### config.mk
export PLATFORM = sky130hd
export DESIGN_NAME = sersync_xcvr
export DESIGN_NICKNAME = d
export VERILOG_FILES = /design/src/rtl/sersync_pkg.sv /design/src/rtl/sersync_clkgen.sv /design/src/rtl/sersync_shifter.sv /design/src/rtl/sersync_txbuf.sv /design/src/rtl/sersync_rxbuf.sv /design/src/rtl/sersync_xcvr.sv
export SDC_FILE = /design/constraint.sdc
export NUM_CORES = 1
export LEC_CHECK = 0
export ABC_AREA = 1
export BUFFER_PORTS_ARGS = -buffer_cell sky130_fd_sc_hd__buf_4
export CELL_PAD_IN_SITES_DETAIL_PLACEMENT = 0
export CELL_PAD_IN_SITES_GLOBAL_PLACEMENT = 2
export CORE_UTILIZATION = 34
export DETAILED_ROUTE_END_ITERATION = 10
export PLACE_DENSITY_LB_ADDON = 0.1
export SETUP_SLACK_MARGIN = 0.02
export SLEW_MARGIN = 20
export SYNTH_ARGS = -nofsm -noshare
export SYNTH_HDL_FRONTEND = slang
export SYNTH_SLANG_ARGS = --single-unit
export TNS_END_PERCENT = 50
### constraint.sdc
create_clock -name clk -period 3.23 [get_ports clk]
set_input_delay 0.1615 -clock clk [delete_from_list [all_inputs] [get_ports clk]]
set_output_delay 0.1615 -clock clk [all_outputs]
set_load 0.01 [all_outputs]
### src/rtl/sersync_pkg.sv
package sersync_pkg;

    localparam int SER_DATA_W = 8;
    localparam int SER_IDX_W  = $clog2(SER_DATA_W);

    typedef logic [SER_DATA_W-1:0] ser_word_t;
    typedef logic [SER_IDX_W-1:0]  ser_idx_t;

    // Options frozen when a word enters the shifter
    typedef struct packed {
        ser_idx_t len_m1;
        logic     msb_first;
        logic     invert;
        logic     rx_on;
    } frame_cfg_t;

    typedef enum logic {
        SH_IDLE  = 1'b0,
        SH_SHIFT = 1'b1
    } sh_state_e;

    // Bit position on the wire for the idx-th bit of a frame
    function automatic ser_idx_t wire_pos(input logic msb_first, input ser_idx_t idx);
        ser_idx_t p;
        if (msb_first)
            p = ser_idx_t'(SER_DATA_W - 1) - idx;
        else
            p = idx;
        return p;
    endfunction

endpackage

### src/rtl/sersync_clkgen.sv
module sersync_clkgen #(
    parameter int DIV_W       = 16,
    parameter int SYNC_STAGES = 2
) (
    input  logic             clk,
    input  logic             rst,
    input  logic             run,
    input  logic             ext_sel,
    input  logic [DIV_W-1:0] divisor,
    input  logic             sclk_in,
    output logic             sclk_out,
    output logic             fall_ev,
    output logic             rise_ev
);
    localparam int CNT_W = DIV_W + 1;

    logic [CNT_W-1:0]       half_cnt;
    logic [CNT_W-1:0]       half_lim;
    logic [SYNC_STAGES-1:0] sync_q;
    logic                   ext_prev;
    logic                   tick;
    logic                   ext_lvl;

    // half period lasts divisor+2 system cycles
    assign half_lim = CNT_W'(divisor) + CNT_W'(1);
    assign tick     = run && !ext_sel && (half_cnt == half_lim);
    assign ext_lvl  = sync_q[SYNC_STAGES-1];

    always_ff @(posedge clk) begin
        if (rst) begin
            sync_q   <= '1;
            ext_prev <= 1'b1;
        end else begin
            sync_q   <= {sync_q[SYNC_STAGES-2:0], sclk_in};
            ext_prev <= ext_lvl;
        end
    end

    always_ff @(posedge clk) begin
        if (rst || !run || ext_sel) begin
            half_cnt <= '0;
            sclk_out <= 1'b1;
        end else if (tick) begin
            half_cnt <= '0;
            sclk_out <= ~sclk_out;
        end else begin
            half_cnt <= half_cnt + CNT_W'(1);
        end
    end

    always_comb begin
        if (ext_sel) begin
            fall_ev = run && ext_prev && !ext_lvl;
            rise_ev = run && !ext_prev && ext_lvl;
        end else begin
            fall_ev = tick && sclk_out;
            rise_ev = tick && !sclk_out;
        end
    end

endmodule

### src/rtl/sersync_shifter.sv
module sersync_shifter
    import sersync_pkg::*;
(
    input  logic       clk,
    input  logic       rst,
    input  logic       start,
    input  frame_cfg_t cfg_in,
    input  ser_word_t  tx_word,
    input  logic       fall_ev,
    input  logic       rise_ev,
    input  logic       sdi,
    output logic       active,
    output logic       sdo,
    output logic       frame_done,
    output logic       capture,
    output ser_word_t  rx_word
);
    sh_state_e  state;
    frame_cfg_t cfg_q;
    ser_idx_t   bit_idx;
    ser_idx_t   pos;
    ser_word_t  tx_q;
    ser_word_t  rx_acc;
    ser_word_t  rx_next;
    logic       last_bit;

    assign active   = (state == SH_SHIFT);
    assign pos      = wire_pos(cfg_q.msb_first, bit_idx);
    assign last_bit = (bit_idx == cfg_q.len_m1);

    always_comb begin
        rx_next      = rx_acc;
        rx_next[pos] = sdi ^ cfg_q.invert;
    end

    always_ff @(posedge clk) begin
        if (rst) begin
            state      <= SH_IDLE;
            cfg_q      <= '0;
            bit_idx    <= '0;
            tx_q       <= '0;
            rx_acc     <= '0;
            rx_word    <= '0;
            sdo        <= 1'b1;
            frame_done <= 1'b0;
            capture    <= 1'b0;
        end else begin
            frame_done <= 1'b0;
            capture    <= 1'b0;
            if (start) begin
                state   <= SH_SHIFT;
                cfg_q   <= cfg_in;
                bit_idx <= '0;
                tx_q    <= tx_word;
                rx_acc  <= '0;
            end else if (state == SH_SHIFT) begin
                if (fall_ev)
                    sdo <= tx_q[pos] ^ cfg_q.invert;
                if (rise_ev) begin
                    rx_acc <= rx_next;
                    if (last_bit) begin
                        state      <= SH_IDLE;
                        frame_done <= 1'b1;
                        capture    <= cfg_q.rx_on;
                        rx_word    <= rx_next;
                    end else begin
                        bit_idx <= bit_idx + ser_idx_t'(1);
                    end
                end
            end
        end
    end

endmodule

### src/rtl/sersync_txbuf.sv
module sersync_txbuf
    import sersync_pkg::*;
(
    input  logic      clk,
    input  logic      rst,
    input  logic      wr,
    input  ser_word_t wdata,
    input  logic      load,
    input  logic      frame_done,
    input  logic      irq_on_done,
    output logic      full,
    output ser_word_t data,
    output logic      tx_irq
);
    always_ff @(posedge clk) begin
        if (rst) begin
            full   <= 1'b0;
            data   <= '0;
            tx_irq <= 1'b0;
        end else begin
            if (wr) begin
                full <= 1'b1;
                data <= wdata;
            end else if (load) begin
                full <= 1'b0;
            end
            tx_irq <= irq_on_done ? frame_done : load;
        end
    end

endmodule

### src/rtl/sersync_rxbuf.sv
module sersync_rxbuf
    import sersync_pkg::*;
(
    input  logic      clk,
    input  logic      rst,
    input  logic      capture,
    input  ser_word_t word,
    input  logic      rd,
    input  logic      ovr_clr,
    output ser_word_t data,
    output logic      rx_irq,
    output logic      overrun
);
    logic full;

    always_ff @(posedge clk) begin
        if (rst) begin
            data    <= '0;
            full    <= 1'b0;
            rx_irq  <= 1'b0;
            overrun <= 1'b0;
        end else begin
            rx_irq <= capture;
            if (capture) begin
                data    <= word;
                full    <= 1'b1;
                overrun <= full && !rd;
            end else begin
                if (rd)
                    full <= 1'b0;
                if (ovr_clr)
                    overrun <= 1'b0;
            end
        end
    end

endmodule

### src/rtl/sersync_xcvr.sv
module sersync_xcvr
    import sersync_pkg::*;
#(
    parameter int DIV_W       = 16,
    parameter int SYNC_STAGES = 2
) (
    input  logic                  clk,
    input  logic                  rst,
    input  logic                  tx_en,
    input  logic                  rx_en,
    input  logic                  msb_first,
    input  logic                  invert,
    input  logic [SER_IDX_W-1:0]  frame_len,
    input  logic                  ext_clk_sel,
    input  logic                  txirq_on_done,
    input  logic [DIV_W-1:0]      divisor,
    input  logic                  tx_wr,
    input  logic [SER_DATA_W-1:0] tx_data,
    input  logic                  rx_rd,
    input  logic                  ovr_clr,
    output logic [SER_DATA_W-1:0] rx_data,
    input  logic                  sclk_in,
    input  logic                  sdi,
    output logic                  sclk_out,
    output logic                  sdo,
    output logic                  tx_irq,
    output logic                  rx_irq,
    output logic                  overrun
);
    frame_cfg_t cfg_now;
    ser_word_t  tx_hold;
    ser_word_t  rx_word;
    logic       tx_full;
    logic       sh_active;
    logic       start;
    logic       fall_ev;
    logic       rise_ev;
    logic       frame_done;
    logic       capture;

    assign cfg_now = '{len_m1: frame_len, msb_first: msb_first,
                       invert: invert, rx_on: rx_en};
    assign start   = !sh_active && tx_en && tx_full;

    sersync_clkgen #(
        .DIV_W      (DIV_W),
        .SYNC_STAGES(SYNC_STAGES)
    ) u_clk (
        .clk     (clk),
        .rst     (rst),
        .run     (sh_active),
        .ext_sel (ext_clk_sel),
        .divisor (divisor),
        .sclk_in (sclk_in),
        .sclk_out(sclk_out),
        .fall_ev (fall_ev),
        .rise_ev (rise_ev)
    );

    sersync_txbuf u_tx (
        .clk        (clk),
        .rst        (rst),
        .wr         (tx_wr),
        .wdata      (tx_data),
        .load       (start),
        .frame_done (frame_done),
        .irq_on_done(txirq_on_done),
        .full       (tx_full),
        .data       (tx_hold),
        .tx_irq     (tx_irq)
    );

    sersync_shifter u_sh (
        .clk       (clk),
        .rst       (rst),
        .start     (start),
        .cfg_in    (cfg_now),
        .tx_word   (tx_hold),
        .fall_ev   (fall_ev),
        .rise_ev   (rise_ev),
        .sdi       (sdi),
        .active    (sh_active),
        .sdo       (sdo),
        .frame_done(frame_done),
        .capture   (capture),
        .rx_word   (rx_word)
    );

    sersync_rxbuf u_rx (
        .clk    (clk),
        .rst    (rst),
        .capture(capture),
        .word   (rx_word),
        .rd     (rx_rd),
        .ovr_clr(ovr_clr),
        .data   (rx_data),
        .rx_irq (rx_irq),
        .overrun(overrun)
    );

endmodule

### Word level (Yosys, flattened, before mapping)

Index checks and enable logic that the tools add are counted.

* input bits: 40
* bits in read-only memories: 0
* bits in registers: 79
* memories kept: 0
* latch bits: 0
* memory bits (writable): 0
* output and inout port bits: 13

* eq/ne operators: 2
* bitwise logic cells: 7
* multiplexer cells: 20
* divide/modulo/power cells: 0
* multiply operators: 0
* reductions and logical operators: 31
* $add $sub $neg: 4
* order comparisons: 2
* shifts and indexed selects: 0

Operator list (number)
* $add A16 B1 Y17 const B: 1
* $add A17 B1 Y17 const B: 1
* $eq A17 B17 Y1: 1
* $mux W1: 16
* $logic_and A1 B1 Y1: 12
* $bwmux W8: 1
* $logic_not A1 Y1: 6
* $reduce_and A3 Y1: 2
* $reduce_bool A2 Y1: 3
* $not A1 Y1: 5
* $reduce_or A5 Y1: 1
* $lt A3 B4 Y1 const B: 1
* $reduce_and A4 Y1: 1
* $reduce_or A2 Y1: 2
* $reduce_or A4 Y1: 1
* $add A3 B1 Y3 const B: 1
* $bmux W1 S3: 1
* $demux W1 S3: 1
* $eq A3 B3 Y1: 1
* $ge A3 B1 Y1 const B: 1
* $mux W3: 1
* $sub A3 B3 Y3 const A: 1
* $logic_or A1 B1 Y1: 2
* $reduce_and A2 Y1: 1
* $xor A1 B1 Y1: 2

### Logic depth before layout (Yosys ltp)

* depth in word-level cells: 8
* mapped depth: 17
* depth with buffers taken out: 16

### Cells and area by module

From an unflattened synthesis, not the netlist that was laid out.

* cells, all modules: 592
* area, all modules: 4115.2 um^2

Modules (own cells, without submodules)
* sersync_clkgen: instances 1, sequential area each 420.4 um^2, area each 1709.1 um^2, cells each 270
* sersync_shifter: instances 1, sequential area each 740.7 um^2, area each 1676.6 um^2, cells each 227
* sersync_rxbuf: instances 1, sequential area each 220.2 um^2, area each 379.1 um^2, cells each 50
* sersync_txbuf: instances 1, sequential area each 200.2 um^2, area each 340.3 um^2, cells each 43
* sersync_xcvr: instances 1, sequential area each 0.0 um^2, area each 10.0 um^2, cells each 2

### Least setup slack after synthesis

Ideal clock, no wire load.

* path kind: reg2reg
* start point: register u_clk.half_cnt[0]
* end point: register u_clk.half_cnt[16]
* cell stages (with the launch flop): 13
* buffers on the path: 0
* data required time: 3116 ps
* setup slack: 1342 ps
* arrival time: 1773 ps
* cells stage by stage: dfxtp_1 > ha_1 > nand2_1 > nor2_1 > inv_1 > nor3_2 > nand3_1 > nor2_1 > nand4_1 > nor2_1 > nand3_1 > xor2_1 > nor2_1

* word-level cells in the longest chain between the ends: 3
* elaborated cells on any way between the ends: 4

Ends and longest elaborated chain
* from (decl): line sersync_clkgen.sv:17 `logic [CNT_W-1:0] half_cnt;`
* from (signal assigned): line sersync_clkgen.sv:47 `half_cnt <= half_cnt + CNT_W'(1);`
* parallel branches: the longest is 3 deep, another holds $add A17 B1 Y17

Parallel ways; which one is timed is not known.
A chain may end at the register's enable or synchronous reset.

### Worst setup path after layout

Ends and elaborated chain as after synthesis.

==> results.json <==
{
  "ant_nets": 0,
  "hold_viol": 0,
  "end_kind": "register",
  "synth_cells": 579,
  "holdBufCountCts": 0,
  "cts-root-buf": "clkbuf_16",
  "vias": 3669,
  "p_leak_nw": 2.03,
  "dieArea_sq_um": 12000,
  "critPathKind": "reg -> reg",
  "cp-start-kind": "register",
  "cts_resized": 0,
  "crit_family": "simple AND/OR/NAND/NOR gates",
  "fin_crit_ps": 2170,
  "die-width_um": 109,
  "finalSetupTns_ps": 0,
  "initial_utilization": 0.356,
  "setup_viol": 0,
  "drt_pass1_iterations": 5,
  "power.density_nw_per_um2": 483,
  "status": "finished clean",
  "worstMarginPinSlew_ps": 753,
  "syn_nets": 622,
  "cts_tree": "done",
  "ys_warn_count": 0,
  "drt-wirelength-per-cell_um": 12.3,
  "core_area_sq_um": 11000,
  "cts_htree_levels": 3,
  "grt.overflow.total": 0,
  "rr_worst_depth": 12,
  "wl_um": 9500,
  "worst_r2r_startpoint": "u_clk.half_cnt[0]",
  "postCtsSetupBuffers": 0,
  "syn2layout_area_growth_pct": 20.8,
  "antenna_cells": 0,
  "synth.yosys.seq_area_share": 0.403,
  "crit_buf_inv": 1,
  "drive_above_1_share": 0.128,
  "syn_avg_cell_area_sq_um": 6.78,
  "final_nets": 670,
  "rrSetupSlack_ps": 1060,
  "fillers": 1177,
  "clk_latency_ps": 340,
  "rsz0062_at_grt": "no",
  "routabilityCongestion": 0.774,
  "grt_pass1_vias": 3394,
  "fmax_mhz": 462,
  "hold_end": "u_clk.sync_q[0]",
  "cp_max_fo": 6,
  "cpMaxStageDelayCell": "dfxtp_1",
  "path_cells": "ha_1 > nand2_1 > nor2_1 > inv_1 > nor3_2 > nand3_1 > nor2_1 > nand4_1 > nor2_1 > nand3_1 > xor2_1 > nor2_1",
  "ir_drop_uv": 261,
  "clock_sinks": 79,
  "row_count": 38,
  "cts_buffer_depth": 2,
  "grt_util_all_layers": 0.175,
  "relSlewSlack": 0.496,
  "clkTransAtPathRegs_ps": 60,
  "grt_antenna_before_repair": 0,
  "first_iter_violations": 140,
  "routed_via_density": 4.75,
  "whs_path_depth": 2,
  "skew_ps": 7.60,
  "port-buffer-count": 52,
  "grt_pass1_wl_um": 16200,
  "drv_cap": 0,
  "dpl_cell_area_sq_um": 4420,
  "crit_arrival_ps": 2370,
  "fin_area_sq_um": 4740,
  "grt_max_degree": 28,
  "die-height_um": 109,
  "ys_types": 32,
  "min_from": "sclk_in",
  "post-dp-hpwl_um": 7210,
  "io_pins": 53,
  "max_stage_delay_ps": 410,
  "drv_slew": 0,
  "min_path_type": "in -> reg",
  "critPathRequiredTime_ps": 3430,
  "syn-cell-area_sq_um": 3930,
  "rr_endpoint": "u_clk.half_cnt[16]",
  "cts-buffers-inserted": 9,
  "yosys_register_bits": 79,
  "drcViolationCount": 0,
  "period_share": 0.671,
  "cpMostUsedCell": "nor2_1",
  "fin_util": 0.430
}
worst max path at each step:
stage | from | to | slack, ps | cells past startpoint
floorplan | u_clk.half_cnt[0] | u_clk.half_cnt[16] | 1340 | 12
global placement | divisor[0] | u_sh.rx_acc[7] | 930 | 14
detailed placement | divisor[0] | u_sh.rx_acc[7] | 920 | 14
CTS | u_clk.half_cnt[0] | u_clk.half_cnt[16] | 1040 | 12
global route | u_clk.half_cnt[0] | u_clk.half_cnt[16] | 710 | 12
finish | u_clk.half_cnt[0] | u_clk.half_cnt[16] | 1060 | 12
state kept, by name, indices dropped and copies added (netlist names), 2 cells and up:
name            flops
u_clk.half_cnt     17
u_sh.rx_word        8
u_sh.tx_q           8
u_sh.rx_acc         8
u_tx.data           8
u_rx.data           8
u_sh.bit_idx        3
u_sh.cfg_q          6
u_clk.sync_q        2
power by group:
group / total, mW / leakage [nW] / internal [mW] / switching (mW)
Combinational: 0.186 / 1.23 / 0.0747 / 0.112
Clock: 1.10 / 0.160 / 0.718 / 0.378
Sequential: 1.01 / 0.641 / 0.993 / 0.0149
cells in the final DEF (no fill, tap or decap), types with 6 or more instances in the layout:
master | synthesis | layout
nand2_1 | 152 | 152
nor3_1 | 6 | 6
inv_1 | 55 | 55
xnor2_1 | 10 | 10
nor2_1 | 76 | 76
nand3_1 | 65 | 65
nand4_1 | 11 | 11
clkbuf_16 | 0 | 9
o21ai_0 | 25 | 25
buf_4 | 1 | 53
dfxtp_1 | 79 | 79
xor2_1 | 15 | 15
a21oi_1 | 40 | 40
synthesized netlist by cell type, drive strengths merged:
cell type / instances / share of area
a21oi: 40 / 0.051
a31oi: 1 / 0.0016
and2: 1 / 0.0016
buf: 4 / 0.0089
clkbuf: 12 / 0.011
clkinv: 1 / 0.00096
dfxtp: 79 / 0.40
ha: 3 / 0.0096
inv: 55 / 0.053
nand2: 155 / 0.15
nand2b: 1 / 0.0016
nand3: 66 / 0.085
nand3b: 1 / 0.0019
nand4: 11 / 0.018
nor2: 82 / 0.086
nor3: 7 / 0.010
nor3b: 1 / 0.0019
o21ai: 27 / 0.034
o22a: 3 / 0.0067
or2: 4 / 0.0064
xnor2: 10 / 0.022
xor2: 15 / 0.033
area by class of cell:
cell class,instances,area (sq um),share of cell area
clock buffer,13,260,0.0549
clock inverter,3,65.1,0.0137
inverter,56,210,0.0443
multi-input combinational,428,2050,0.433
sequential,79,1580,0.333
tap,140,175,0.0369
timing repair buffer,53,398,0.0839
cells by family (layout without fill, tap and decap cells):
group	count (synthesis)	after routing	synth area share
flip-flops	79	79	0.403
buffers and inverters	72	125	0.0740
adder cells (fa/ha/maj)	3	3	0.00956
AND/OR/NAND/NOR	329	329	0.364
AO/OA/AOI/OAI	71	71	0.0937
XOR/XNOR	25	25	0.0558
layer usage:
metal | share of wire | global-route usage
met5 | 0 | 0
met4 | 0.011 | 0.0743
met3 | 0.027 | 0.0237
met2 | 0.49 | 0.296
met1 | 0.47 | 0.223
metrics by stage:
step,setup WS [ps],instances,hold WS (ps),total power [mW]
detailed placement,925,756,352,1.22
CTS,1040,772,5.37,2.32
floorplan,1340,579,265,1.14
finish,1060,772,11.8,2.29
global placement,930,756,354,1.22
global route,706,772,6.58,2.40
Note: power is estimated with default switching activity, not from simulation.
